--- config.mk ---
export PLATFORM = sky130hd
export DESIGN_NAME = tx_handshake_seq
export DESIGN_NICKNAME = d
export VERILOG_FILES = /design/src/rtl/txh_pkg.sv /design/src/rtl/txh_resp_timer.sv /design/src/rtl/txh_fsm.sv /design/src/rtl/txh_status.sv /design/src/rtl/tx_handshake_seq.sv
export SDC_FILE = /design/constraint.sdc
export NUM_CORES = 1
export LEC_CHECK = 0
export BUFFER_PORTS_ARGS = -buffer_cell sky130_fd_sc_hd__buf_2
export CAP_MARGIN = 15
export CORE_ASPECT_RATIO = 0.75
export CORE_MARGIN = 2
export CORE_UTILIZATION = 54
export CTS_CLUSTER_SIZE = 10
export DETAILED_ROUTE_END_ITERATION = 7
export HOLD_SLACK_MARGIN = 0.15
export PLACE_DENSITY = 0.79
export SLEW_MARGIN = 20
export SYNTH_ARGS = -nofsm -noshare
export SYNTH_HDL_FRONTEND = slang
export SYNTH_HIERARCHICAL = 1
export SYNTH_SLANG_ARGS = --single-unit
--- constraint.sdc ---
create_clock -name clk -period 2.78 [get_ports clk]
set_input_delay 0 -clock clk [delete_from_list [all_inputs] [get_ports clk]]
set_output_delay 0 -clock clk [all_outputs]
set_load 0.1 [all_outputs]
--- src/rtl/txh_pkg.sv ---
package txh_pkg;

  typedef enum logic [3:0] {
    S_IDLE, S_ENQ, S_ENQ_BUSY, S_ENQ_WAIT,
    S_DATA, S_DATA_BUSY, S_CRC, S_CRC_BUSY,
    S_ACK_WAIT, S_PASS
  } seq_state_t;

  localparam int STAT_W   = 3;
  localparam int ST_AVAIL = 0;
  localparam int ST_DELIV = 1;
  localparam int ST_FAIL  = 2;
  localparam int MAX_SEL  = 6;

  // Response wait length: base count times 2^min(sel, MAX_SEL)
  function automatic int unsigned scaled_limit(int unsigned base, logic [2:0] sel);
    logic [2:0] s;
    s = (sel > 3'(MAX_SEL)) ? 3'(MAX_SEL) : sel;
    return base << s;
  endfunction

endpackage

--- src/rtl/txh_resp_timer.sv ---
module txh_resp_timer
  import txh_pkg::*;
#(
  parameter int unsigned BASE_CNT = 205
) (
  input  logic       clk,
  input  logic       rst_n,
  input  logic       arm,
  input  logic [2:0] rate_sel,
  output logic       expire
);
  localparam int TMR_W = $clog2(BASE_CNT + 1) + MAX_SEL;

  logic [TMR_W-1:0] limit;
  logic [TMR_W-1:0] cnt;

  assign limit = TMR_W'(scaled_limit(BASE_CNT, rate_sel));

  // Preload while disarmed, count down while a wait is open
  always_ff @(posedge clk) begin
    if (!rst_n)              cnt <= '0;
    else if (!arm)           cnt <= limit;
    else if (cnt != '0)      cnt <= cnt - 1'b1;
  end

  assign expire = arm && (cnt == TMR_W'(1));


  arm_nonzero_chk: assert property (@(posedge clk) disable iff (!rst_n)
    arm |-> cnt != '0);

endmodule

--- src/rtl/txh_fsm.sv ---
module txh_fsm
  import txh_pkg::*;
#(
  parameter int ID_W = 8
) (
  input  logic            clk,
  input  logic            rst_n,
  input  logic            host_cmd_wr,
  input  logic [ID_W-1:0] host_dest_id,
  input  logic            token_rx,
  input  logic            resp_ack,
  input  logic            resp_nak,
  input  logic            ser_done,
  input  logic            tmr_expire,
  output logic            tmr_arm,
  output logic            cmd_accept,
  output logic            ev_deliv,
  output logic            ev_fail,
  output logic            send_enq,
  output logic            send_data,
  output logic            send_crc,
  output logic            pass_token,
  output logic [ID_W-1:0] frame_dest
);
  seq_state_t st, st_n;
  logic       pending;
  logic [ID_W-1:0] dest_q;

  always_comb begin
    st_n = st;
    unique case (st)
      S_IDLE:      if (token_rx) st_n = pending ? S_ENQ : S_PASS;
      S_ENQ:       st_n = S_ENQ_BUSY;
      S_ENQ_BUSY:  if (ser_done) st_n = S_ENQ_WAIT;
      S_ENQ_WAIT: begin
        if (resp_ack)                    st_n = S_DATA;
        else if (resp_nak || tmr_expire) st_n = S_PASS;
      end
      S_DATA:      st_n = S_DATA_BUSY;
      S_DATA_BUSY: if (ser_done) st_n = S_CRC;
      S_CRC:       st_n = S_CRC_BUSY;
      S_CRC_BUSY:  if (ser_done) st_n = S_ACK_WAIT;
      S_ACK_WAIT:  if (resp_ack || tmr_expire) st_n = S_PASS;
      S_PASS:      st_n = S_IDLE;
      default:     st_n = S_IDLE;
    endcase
  end

  assign cmd_accept = host_cmd_wr && (st == S_IDLE);
  assign ev_deliv   = (st == S_ACK_WAIT) && resp_ack;
  assign ev_fail    = (st == S_ACK_WAIT) && !resp_ack && tmr_expire;
  assign tmr_arm    = (st == S_ENQ_WAIT) || (st == S_ACK_WAIT);

  always_ff @(posedge clk) begin
    if (!rst_n) begin
      st      <= S_IDLE;
      pending <= 1'b0;
      dest_q  <= '0;
    end else begin
      st <= st_n;
      if (cmd_accept) begin
        pending <= 1'b1;
        dest_q  <= host_dest_id;
      end else if (ev_deliv || ev_fail) begin
        pending <= 1'b0;
      end
    end
  end

  assign send_enq   = (st == S_ENQ);
  assign send_data  = (st == S_DATA);
  assign send_crc   = (st == S_CRC);
  assign pass_token = (st == S_PASS);
  assign frame_dest = dest_q;


  data_after_ack_chk: assert property (@(posedge clk) disable iff (!rst_n)
    send_data |-> ($past(st) == S_ENQ_WAIT) && $past(resp_ack));


  crc_after_data_chk: assert property (@(posedge clk) disable iff (!rst_n)
    send_crc |-> ($past(st) == S_DATA_BUSY) && $past(ser_done));


  nak_passes_chk: assert property (@(posedge clk) disable iff (!rst_n)
    (st == S_ENQ_WAIT && resp_nak && !resp_ack) |=> pass_token);


  cmd_ignored_chk: assert property (@(posedge clk) disable iff (!rst_n)
    (host_cmd_wr && st != S_IDLE) |=> $stable(frame_dest));


  single_pass_chk: assert property (@(posedge clk) disable iff (!rst_n)
    pass_token |=> !pass_token);

endmodule

--- src/rtl/txh_status.sv ---
module txh_status
  import txh_pkg::*;
(
  input  logic              clk,
  input  logic              rst_n,
  input  logic              cmd_accept,
  input  logic              ev_deliv,
  input  logic              ev_fail,
  input  logic [STAT_W-1:0] irq_mask,
  output logic [STAT_W-1:0] stat,
  output logic              irq
);
  logic [STAT_W-1:0] set_vec;

  always_comb begin
    set_vec           = '0;
    set_vec[ST_AVAIL] = ev_deliv || ev_fail;
    set_vec[ST_DELIV] = ev_deliv;
    set_vec[ST_FAIL]  = ev_fail;
  end

  always_ff @(posedge clk) begin
    if (!rst_n)          stat <= STAT_W'(1) << ST_AVAIL;
    else if (cmd_accept) stat <= '0;
    else                 stat <= stat | set_vec;
  end

  assign irq = |(stat & irq_mask);


  deliv_sets_chk: assert property (@(posedge clk) disable iff (!rst_n)
    ev_deliv |=> stat[ST_DELIV] && stat[ST_AVAIL]);


  fail_sets_chk: assert property (@(posedge clk) disable iff (!rst_n)
    ev_fail |=> stat[ST_FAIL] && stat[ST_AVAIL]);


  cmd_clears_chk: assert property (@(posedge clk) disable iff (!rst_n)
    cmd_accept |=> stat == '0);

endmodule

--- src/rtl/tx_handshake_seq.sv ---
module tx_handshake_seq
  import txh_pkg::*;
#(
  parameter int          ID_W     = 8,
  parameter int unsigned BASE_CNT = 205
) (
  input  logic              clk,
  input  logic              rst_n,
  input  logic              host_cmd_wr,
  input  logic [ID_W-1:0]   host_dest_id,
  input  logic [STAT_W-1:0] irq_mask,
  input  logic [2:0]        rate_sel,
  input  logic              token_rx,
  input  logic              resp_ack,
  input  logic              resp_nak,
  input  logic              ser_done,
  output logic              send_enq,
  output logic              send_data,
  output logic              send_crc,
  output logic [ID_W-1:0]   frame_dest,
  output logic              pass_token,
  output logic [STAT_W-1:0] stat,
  output logic              irq
);
  logic tmr_arm, tmr_expire, cmd_accept, ev_deliv, ev_fail;

  txh_fsm #(.ID_W(ID_W)) fsm_i (
    .clk, .rst_n, .host_cmd_wr, .host_dest_id, .token_rx,
    .resp_ack, .resp_nak, .ser_done, .tmr_expire,
    .tmr_arm, .cmd_accept, .ev_deliv, .ev_fail,
    .send_enq, .send_data, .send_crc, .pass_token, .frame_dest
  );

  txh_resp_timer #(.BASE_CNT(BASE_CNT)) tmr_i (
    .clk, .rst_n, .arm(tmr_arm), .rate_sel, .expire(tmr_expire)
  );

  txh_status stat_i (
    .clk, .rst_n, .cmd_accept, .ev_deliv, .ev_fail, .irq_mask, .stat, .irq
  );


  one_outcome_chk: assert property (@(posedge clk) disable iff (!rst_n)
    $onehot0({ev_deliv, ev_fail}));


  irq_source_chk: assert property (@(posedge clk) disable iff (!rst_n)
    irq |-> (stat & irq_mask) != '0);

endmodule

==> impl_metrics.yaml, run 1 <==
status:
  run_status: "completed"
critical_path:
  cp_max_fo: 24
  path_buf_inv: 3
  critical_path_required_ns: 2.96
  worst_path_largest_cell_delay_ns: 0.63
  cp.arrival_ns: 2.53
  crit_slowest_cell: "sky130_fd_sc_hd__dfxtp_1"
  critical_path_class: "reg -> reg"
  crit_family: "buffers and inverters"
  startpoint_class: "flop"
  critPathCaptureType: "flop"
  worstPathCellList: "nand3b_2 -> a21oi_1 -> buf_4 -> inv_1 -> nand3_1 -> dlygate4sd3_1 -> a211oi_1"
sta:
  finalSetupViolCount: 0
  achievable-frequency_ghz: 0.426
  fin_tns_setup_ns: 0
  timing.final.crit_period_ns: 2.35
  hold_viol: 0
  clock_skew_ns: 0.00673
  grt_setup_unrepaired: "false"
  slew_viol_final: 0
  timing.max_slew.rel_slack_pct: 58.6
  layout_worst_path_cycle_share_pct: 84.5
  worst-slew-pin-transition_ns: 0.619
yosys:
  synth_area_leaders: "sky130_fd_sc_hd__dfxtp_1, sky130_fd_sc_hd__mux2i_1, sky130_fd_sc_hd__nor2b_1"
  synth_warnings: 6
  synth_enable_flop_cells: 0
  synthesis_stage_register_bit_count: 30
  netlist_instances: 210
  avgSynthCellArea_um2: 8.66
  synth-async-reset-ratio_pct: 0
  yosys.cell_types.count: 58
  syn_area_mm2: 0.00182
  number_of_nets_in_the_synthesized_netlist: 233
  synth.top_cell.area_share_pct: 33.0
  synth_sequential_area_ratio_pct: 33.0
  synthFlopType: "sky130_fd_sc_hd__dfxtp_1"
  yosys.area.top_type: "sky130_fd_sc_hd__dfxtp_1"
cts:
  htree_levels: 2
  ctsRootBufferMaster: "sky130_fd_sc_hd__clkbuf_8"
  clkSinkCount: 30
  cts-resized-gates: 0
  ctsLongestPathBuffers: 2
  clk_pin_slew_worst_paths_ns: 0.07
  clock_latency_ns: 0.29
  tritoncts.num_buffers: 5
  clock_tree_from_tritoncts: "yes"
  number_of_setup_buffers_added_after_cts: 0
  cts_hold_repair_buffers: 15
floorplan:
  die_w_um: 71.0
  row_count: 18
  start_util_pct: 55.7
  die-area_mm2: 0.00385
  die_y_um: 54.3
  placeableCoreArea_mm2: 0.00327
  number_of_placed_i_o_pins: 37
power:
  power_frac_comb_pct: 54.3
  p_switching_mw: 1.22
  design_power_total_mw: 2.42
  seq_power_share_pct: 30.2
  static-leakage-power_nw: 0.979
  max-vdd-ir-drop_v: 0.000653
  internal_dissipation_mw: 1.20
  p_per_area_mw_per_mm2: 1080
  sw_frac_of_total_pct: 50.4
  p_clk_share_pct: 15.5
job:
  max-cap-violations: 0
routing:
  drc: 0
  ant_nets: 0
  drt-initial-drc-count: 224
  finalWirelength_mm: 4.34
  routedWlPerCell_um: 14.5
  detailroute.via_count: 1725
  firstDrtPassIters: 4
  viasPerCell: 5.75
global_routing:
  grt.overflow.total: 0
  grt_use_total_pct: 24.5
  antenna_found_initial: 0
  grt_start_max_net_pins: 25
  via_count_of_the_first_global_routing_pass: 1505
  grt_pass1_wl_mm: 7.11
place:
  port-buffer-count: 36
  dp.final_hpwl_mm: 2.80
  gp_congestion: 0.940
finish:
  layout-area-overhead-vs-synth_pct: 23.3
  post_route_cells_drive_above_1_share_pct: 24.6
  finish.net_count: 282
  antenna-diode-count: 0
  fill_cells: 250
min_path:
  timing.hold.worst.class: "in -> reg"
## placed cells by master, fill, tap and decap left out, types with 3 or more instances in the layout
cell type and n:
sky130_fd_sc_hd__a211oi_1 7, sky130_fd_sc_hd__a21oi_1 7, sky130_fd_sc_hd__a31oi_1 3, sky130_fd_sc_hd__and3_1 3, sky130_fd_sc_hd__buf_2 36, sky130_fd_sc_hd__buf_4 3
sky130_fd_sc_hd__clkbuf_8 6, sky130_fd_sc_hd__dfxtp_1 30, sky130_fd_sc_hd__dlygate4sd3_1 15, sky130_fd_sc_hd__inv_1 6, sky130_fd_sc_hd__mux2i_1 10, sky130_fd_sc_hd__nand2_1 14
sky130_fd_sc_hd__nand3_1 7, sky130_fd_sc_hd__nand3b_1 3, sky130_fd_sc_hd__nand4_1 3, sky130_fd_sc_hd__nor2_1 22, sky130_fd_sc_hd__nor2b_1 14, sky130_fd_sc_hd__nor3_1 7
sky130_fd_sc_hd__nor3b_1 3, sky130_fd_sc_hd__o21ai_0 5, sky130_fd_sc_hd__o21ai_1 4, sky130_fd_sc_hd__xor2_1 6
## power groups by stage
| stage | Combinational, mW | Clock, mW | Sequential (mW) |
|---|---|---|---|
| floorplan | 0.923 | 0 | 0.905 |
| global placement | 1.26 | 0 | 0.731 |
| detailed placement | 1.27 | 0 | 0.735 |
| CTS | 1.30 | 0.381 | 0.729 |
| global route | 1.42 | 0.397 | 0.750 |
| finish | 1.31 | 0.376 | 0.731 |
## cell usage after synthesis (all sizes together) (7+ instances only)
library cell	instances
dfxtp	30
nor2	22
nand2	15
nor2b	14
mux2i	10
inv	9
nor3	9
o21ai	9
a21oi	8
a211oi	7
nand3	7
## metal layers
layer | routed length [µm] | track usage, % | part of all wire (%) | up-vias
met1 | 1980 | 32.0 | 46 | 792
met3 | 350 | 5.52 | 8.1 | 6
met4 | 46 | 11.3 | 1.1 | 0
met5 | 0 | 0 | 0 | -
li1 | - | - | - | 861
met2 | 1960 | 39.6 | 45 | 66
## worst paths after layout
| check | startpoint | to | slack [ns] | cells after the start |
|---|---|---|---|---|
| worst max-delay path | fsm_i/st[0] | tmr_i/cnt[13] | 0.43 | 7 |
| worst min-delay path | rate_sel[0] | tmr_i/cnt[8] | 0.15 | 4 |
| worst max register to register | fsm_i/st[0] | tmr_i/cnt[13] | 0.43 | 7 |
| worst min register to register | stat_i/stat[1] | stat_i/stat[1] | 0.49 | 2 |
## area by class of cell
type	count	area [µm²]	area share, %
Tap cell	40	50.0	2.23
Sequential cell	30	601	26.8
Multi-Input combinational cell	159	1110	49.4
Inverter	9	36.3	1.62
Clock buffer	6	82.6	3.68
Clock inverter	2	12.5	0.558
Timing Repair Buffer	54	353	15.7
## registers in the layout, summed over array words and instances (netlist names)
signal	count
fsm_i/frame_dest	8
fsm_i/pending	1
stat_i/stat	3
tmr_i/cnt	14
fsm_i/st	4
## worst reg2reg max path, delay by kind of cell (launching register included)
kind                   cells  cell delay (ns)
AOI/OAI and AO/OA          2             0.27
and+or+nand+nor            2             0.28
DFF                        1             0.63
buffers and inverters      3             1.05
## stage by stage
stage	utilization (%)	cell area, µm²	instances	hold slack, ns	worst slack, ns
2_1_floorplan	-	1830	210	0.0762	0.565
3_3_place_gp	61.2	2000	277	0.250	0.561
3_5_place_dp	61.2	2000	277	0.264	0.485
4_1_cts	68.7	2240	300	0.154	0.449
5_1_grt	68.7	2240	300	0.207	0.228
6_report	68.7	2240	300	0.154	0.431
## cells by family (layout without fill, tap and decap cells)
group | count (synthesis) | count (layout) | share of synthesized area [%]
and+or+nand+nor | 93 | 93 | 31.2
AOI/OAI and AO/OA | 46 | 46 | 18.6
DFF | 30 | 30 | 33.0
buffers and inverters | 21 | 71 | 6.40
muxes | 11 | 11 | 6.12
xor gates and xnor gates | 7 | 7 | 3.37
adders and majority gates | 2 | 2 | 1.38
No activity file was read; power rests on OpenSTA's default activity.
==> run 2, diff against run 1 <==
--- a/config.mk
+++ b/config.mk
@@ -5,15 +5,16 @@
 export SDC_FILE = /design/constraint.sdc
 export NUM_CORES = 1
 export LEC_CHECK = 0
+export ABC_AREA = 1
 export BUFFER_PORTS_ARGS = -buffer_cell sky130_fd_sc_hd__buf_2
 export CAP_MARGIN = 15
 export CORE_ASPECT_RATIO = 0.75
 export CORE_MARGIN = 2
-export CORE_UTILIZATION = 54
+export CORE_UTILIZATION = 50
 export CTS_CLUSTER_SIZE = 10
 export DETAILED_ROUTE_END_ITERATION = 7
 export HOLD_SLACK_MARGIN = 0.15
-export PLACE_DENSITY = 0.79
+export PLACE_DENSITY = 0.76
 export SLEW_MARGIN = 20
 export SYNTH_ARGS = -nofsm -noshare
 export SYNTH_HDL_FRONTEND = slang
==> constraint.sdc (replaced) <==
create_clock -name clk -period 2.1 [get_ports clk]
set_input_delay 0 -clock clk [delete_from_list [all_inputs] [get_ports clk]]
set_output_delay 0 -clock clk [all_outputs]
set_load 0.1 [all_outputs]
==> impl_metrics.yaml, run 2 <==
yosys:
  synth-async-reset-ratio_pct: 0
  post_synth_most_frequent_cells: "sky130_fd_sc_hd__nand2_1, sky130_fd_sc_hd__nor2_1, sky130_fd_sc_hd__dfxtp_1"
  synth_sequential_area_ratio_pct: 30.2
  number_of_nets_in_the_synthesized_netlist: 324
  synth_enable_flop_cells: 0
  netlist_instances: 301
  yosys.area.top_type: "sky130_fd_sc_hd__dfxtp_1"
  synthesis_stage_register_bit_count: 30
  synth_area_leaders: "sky130_fd_sc_hd__dfxtp_1, sky130_fd_sc_hd__nand2_1, sky130_fd_sc_hd__nand3_1"
  synthFlopType: "sky130_fd_sc_hd__dfxtp_1"
  avgSynthCellArea_um2: 6.61
  syn_area_mm2: 0.00199
  synth_warnings: 6
  yosysMostFrequentCell: "sky130_fd_sc_hd__nand2_1"
  yosys.cell_types.count: 30
  synth.top_cell.area_share_pct: 30.2
finish:
  mostFrequentLayoutCell: "sky130_fd_sc_hd__nand2_1"
  register_bank_with_the_most_flops: "tmr_i/cnt"
  top_library_cells_by_usage_in_the_layout_fill_and_taps_aside: "sky130_fd_sc_hd__nand2_1, sky130_fd_sc_hd__buf_2, sky130_fd_sc_hd__nor2_1"
  fill_cells: 352
  finish.net_count: 377
  largest_reg_flops: 14
  layout-area-overhead-vs-synth_pct: 23.6
  antenna-diode-count: 0
  post_route_cells_drive_above_1_share_pct: 28.5
critical_path:
  startpoint_class: "flop"
  critical_path_required_ns: 2.28
  critical_path_class: "reg -> reg"
  cp.arrival_ns: 2.10
  worstPathCellList: "nor2_4 -> nand2_2 -> nand2_1 -> nand3_1 -> nor3_4 -> nor2_1 -> nand3_1 -> nand2_2 -> nor2_4 -> nand3_1 -> nand2_1 -> nor2_1"
  worst_path_largest_cell_delay_ns: 0.41
  cp_max_fo: 8
  crit_path_frequent_cell: "sky130_fd_sc_hd__nand3_1"
  critPathCaptureType: "flop"
  crit_slowest_cell: "sky130_fd_sc_hd__dfxtp_1"
routing:
  firstDrtPassIters: 4
  routedWlPerCell_um: 12.2
  finalWirelength_mm: 4.98
  detailroute.via_count: 2067
  drt-initial-drc-count: 90
  drc: 0
  ant_nets: 0
  viasPerCell: 5.08
cts:
  ctsRootBufferMaster: "sky130_fd_sc_hd__clkbuf_8"
  htree_levels: 2
  tritoncts.num_buffers: 5
  clk_pin_slew_worst_paths_ns: 0.07
  clock_latency_ns: 0.29
  ctsLongestPathBuffers: 2
  number_of_setup_buffers_added_after_cts: 0
  clock_tree_from_tritoncts: "yes"
  clkSinkCount: 30
power:
  p_clk_share_pct: 14.0
  internal_dissipation_mw: 1.59
  max-vdd-ir-drop_v: 0.000843
  design_power_total_mw: 3.55
  p_per_area_mw_per_mm2: 1440
  power_frac_comb_pct: 60.2
  sw_frac_of_total_pct: 55.1
  p_switching_mw: 1.96
  seq_power_share_pct: 25.8
  static-leakage-power_nw: 1.22
sta:
  hold_viol: 0
  achievable-frequency_ghz: 0.520
  fin_tns_setup_ns: 0
  finalSetupViolCount: 0
  grt_setup_unrepaired: "false"
  slew_viol_final: 0
  timing.final.crit_period_ns: 1.92
  timing.max_slew.rel_slack_pct: 67.0
  clock_skew_ns: 0.00601
  layout_worst_path_cycle_share_pct: 91.6
  worst-slew-pin-transition_ns: 0.498
status:
  run_status: "completed"
global_routing:
  antenna_found_initial: 0
  grt_start_max_net_pins: 20
  via_count_of_the_first_global_routing_pass: 1905
  grt.overflow.total: 0
  grt_use_total_pct: 23.8
  grt_pass1_wl_mm: 8.38
floorplan:
  row_count: 19
  die_w_um: 76.9
  start_util_pct: 53.3
  placeableCoreArea_mm2: 0.00373
  number_of_placed_i_o_pins: 37
  die-area_mm2: 0.00451
  die_y_um: 58.6
min_path:
  timing.hold.worst.class: "in -> reg"
place:
  dp.final_hpwl_mm: 3.56
  port-buffer-count: 36
  gp_congestion: 0.866
job:
  max-cap-violations: 0
-- run 2: kinds of logic (layout without fill, tap and decap cells) --
family	Yosys count	count (layout)	share of synthesized area [%]
xor gates and xnor gates	3	3	1.32
adders and majority gates	2	2	1.26
DFF	30	30	30.2
AOI/OAI and AO/OA	41	41	12.5
buffers and inverters	42	96	9.18
and+or+nand+nor	183	183	45.6
-- run 2: worst paths after layout --
check        slack [ns]                   to  cells past startpoint           startpoint
min                0.19  fsm_i/frame_dest[5]                      4          host_cmd_wr
max                0.18          fsm_i/st[1]                     12          fsm_i/st[2]
max reg2reg        0.18          fsm_i/st[1]                     12          fsm_i/st[2]
min reg2reg        0.47  fsm_i/frame_dest[5]                      2  fsm_i/frame_dest[5]
-- run 2: power by group through the flow --
stage               clock, mW  combinational (mW)  sequential, mW
CTS                     0.514                2.11           0.906
detailed placement          0                2.08           0.919
finish                  0.499                2.14           0.916
global route            0.537                2.37           0.938
global placement            0                2.06           0.913
floorplan                   0                1.51            1.15
-- run 2: critical path: cells and delay by family (launching register included) --
| family | cells | cell delay (ns) |
|---|---|---|
| and+or+nand+nor | 12 | 1.39 |
| DFF | 1 | 0.41 |
-- run 2: per-stage QoR --
step / instance area (µm²) / std cells / hold slack (ns) / utilization (%) / setup slack, ns
CTS: 2450 / 407 / 0.175 / 65.7 / 0.103
global route: 2460 / 407 / 0.217 / 65.9 / 0.0158
detailed placement: 2230 / 386 / 0.256 / 59.6 / 0.127
finish: 2460 / 407 / 0.185 / 65.9 / 0.177
floorplan: 2010 / 301 / 0.0687 / - / -0.128
global placement: 2230 / 386 / 0.250 / 59.6 / 0.207
-- run 2: cell type report --
cell class / count / area, µm² / area share (%)
Timing Repair Buffer: 50 / 318 / 12.9
Inverter: 38 / 143 / 5.80
Tap cell: 52 / 65.1 / 2.64
Clock buffer: 6 / 82.6 / 3.36
Multi-Input combinational cell: 229 / 1230 / 50.2
Sequential cell: 30 / 604 / 24.6
Clock inverter: 2 / 12.5 / 0.509
-- run 2: layer usage --
layer,GRT usage [%],wire (µm),vias up
li1,-,-,1073
met1,31.0,2390,924
met2,38.8,2150,63
met3,5.98,356,7
met4,8.57,82,0
met5,0,0,-
-- run 2: what timing repair did --
item / in CTS / in global routing
endpoints found under the hold margin: 21 / 0
gates resized for setup: 0 / 3
hold buffers: 13 / 0
endpoints found under the setup margin: 0 / 7
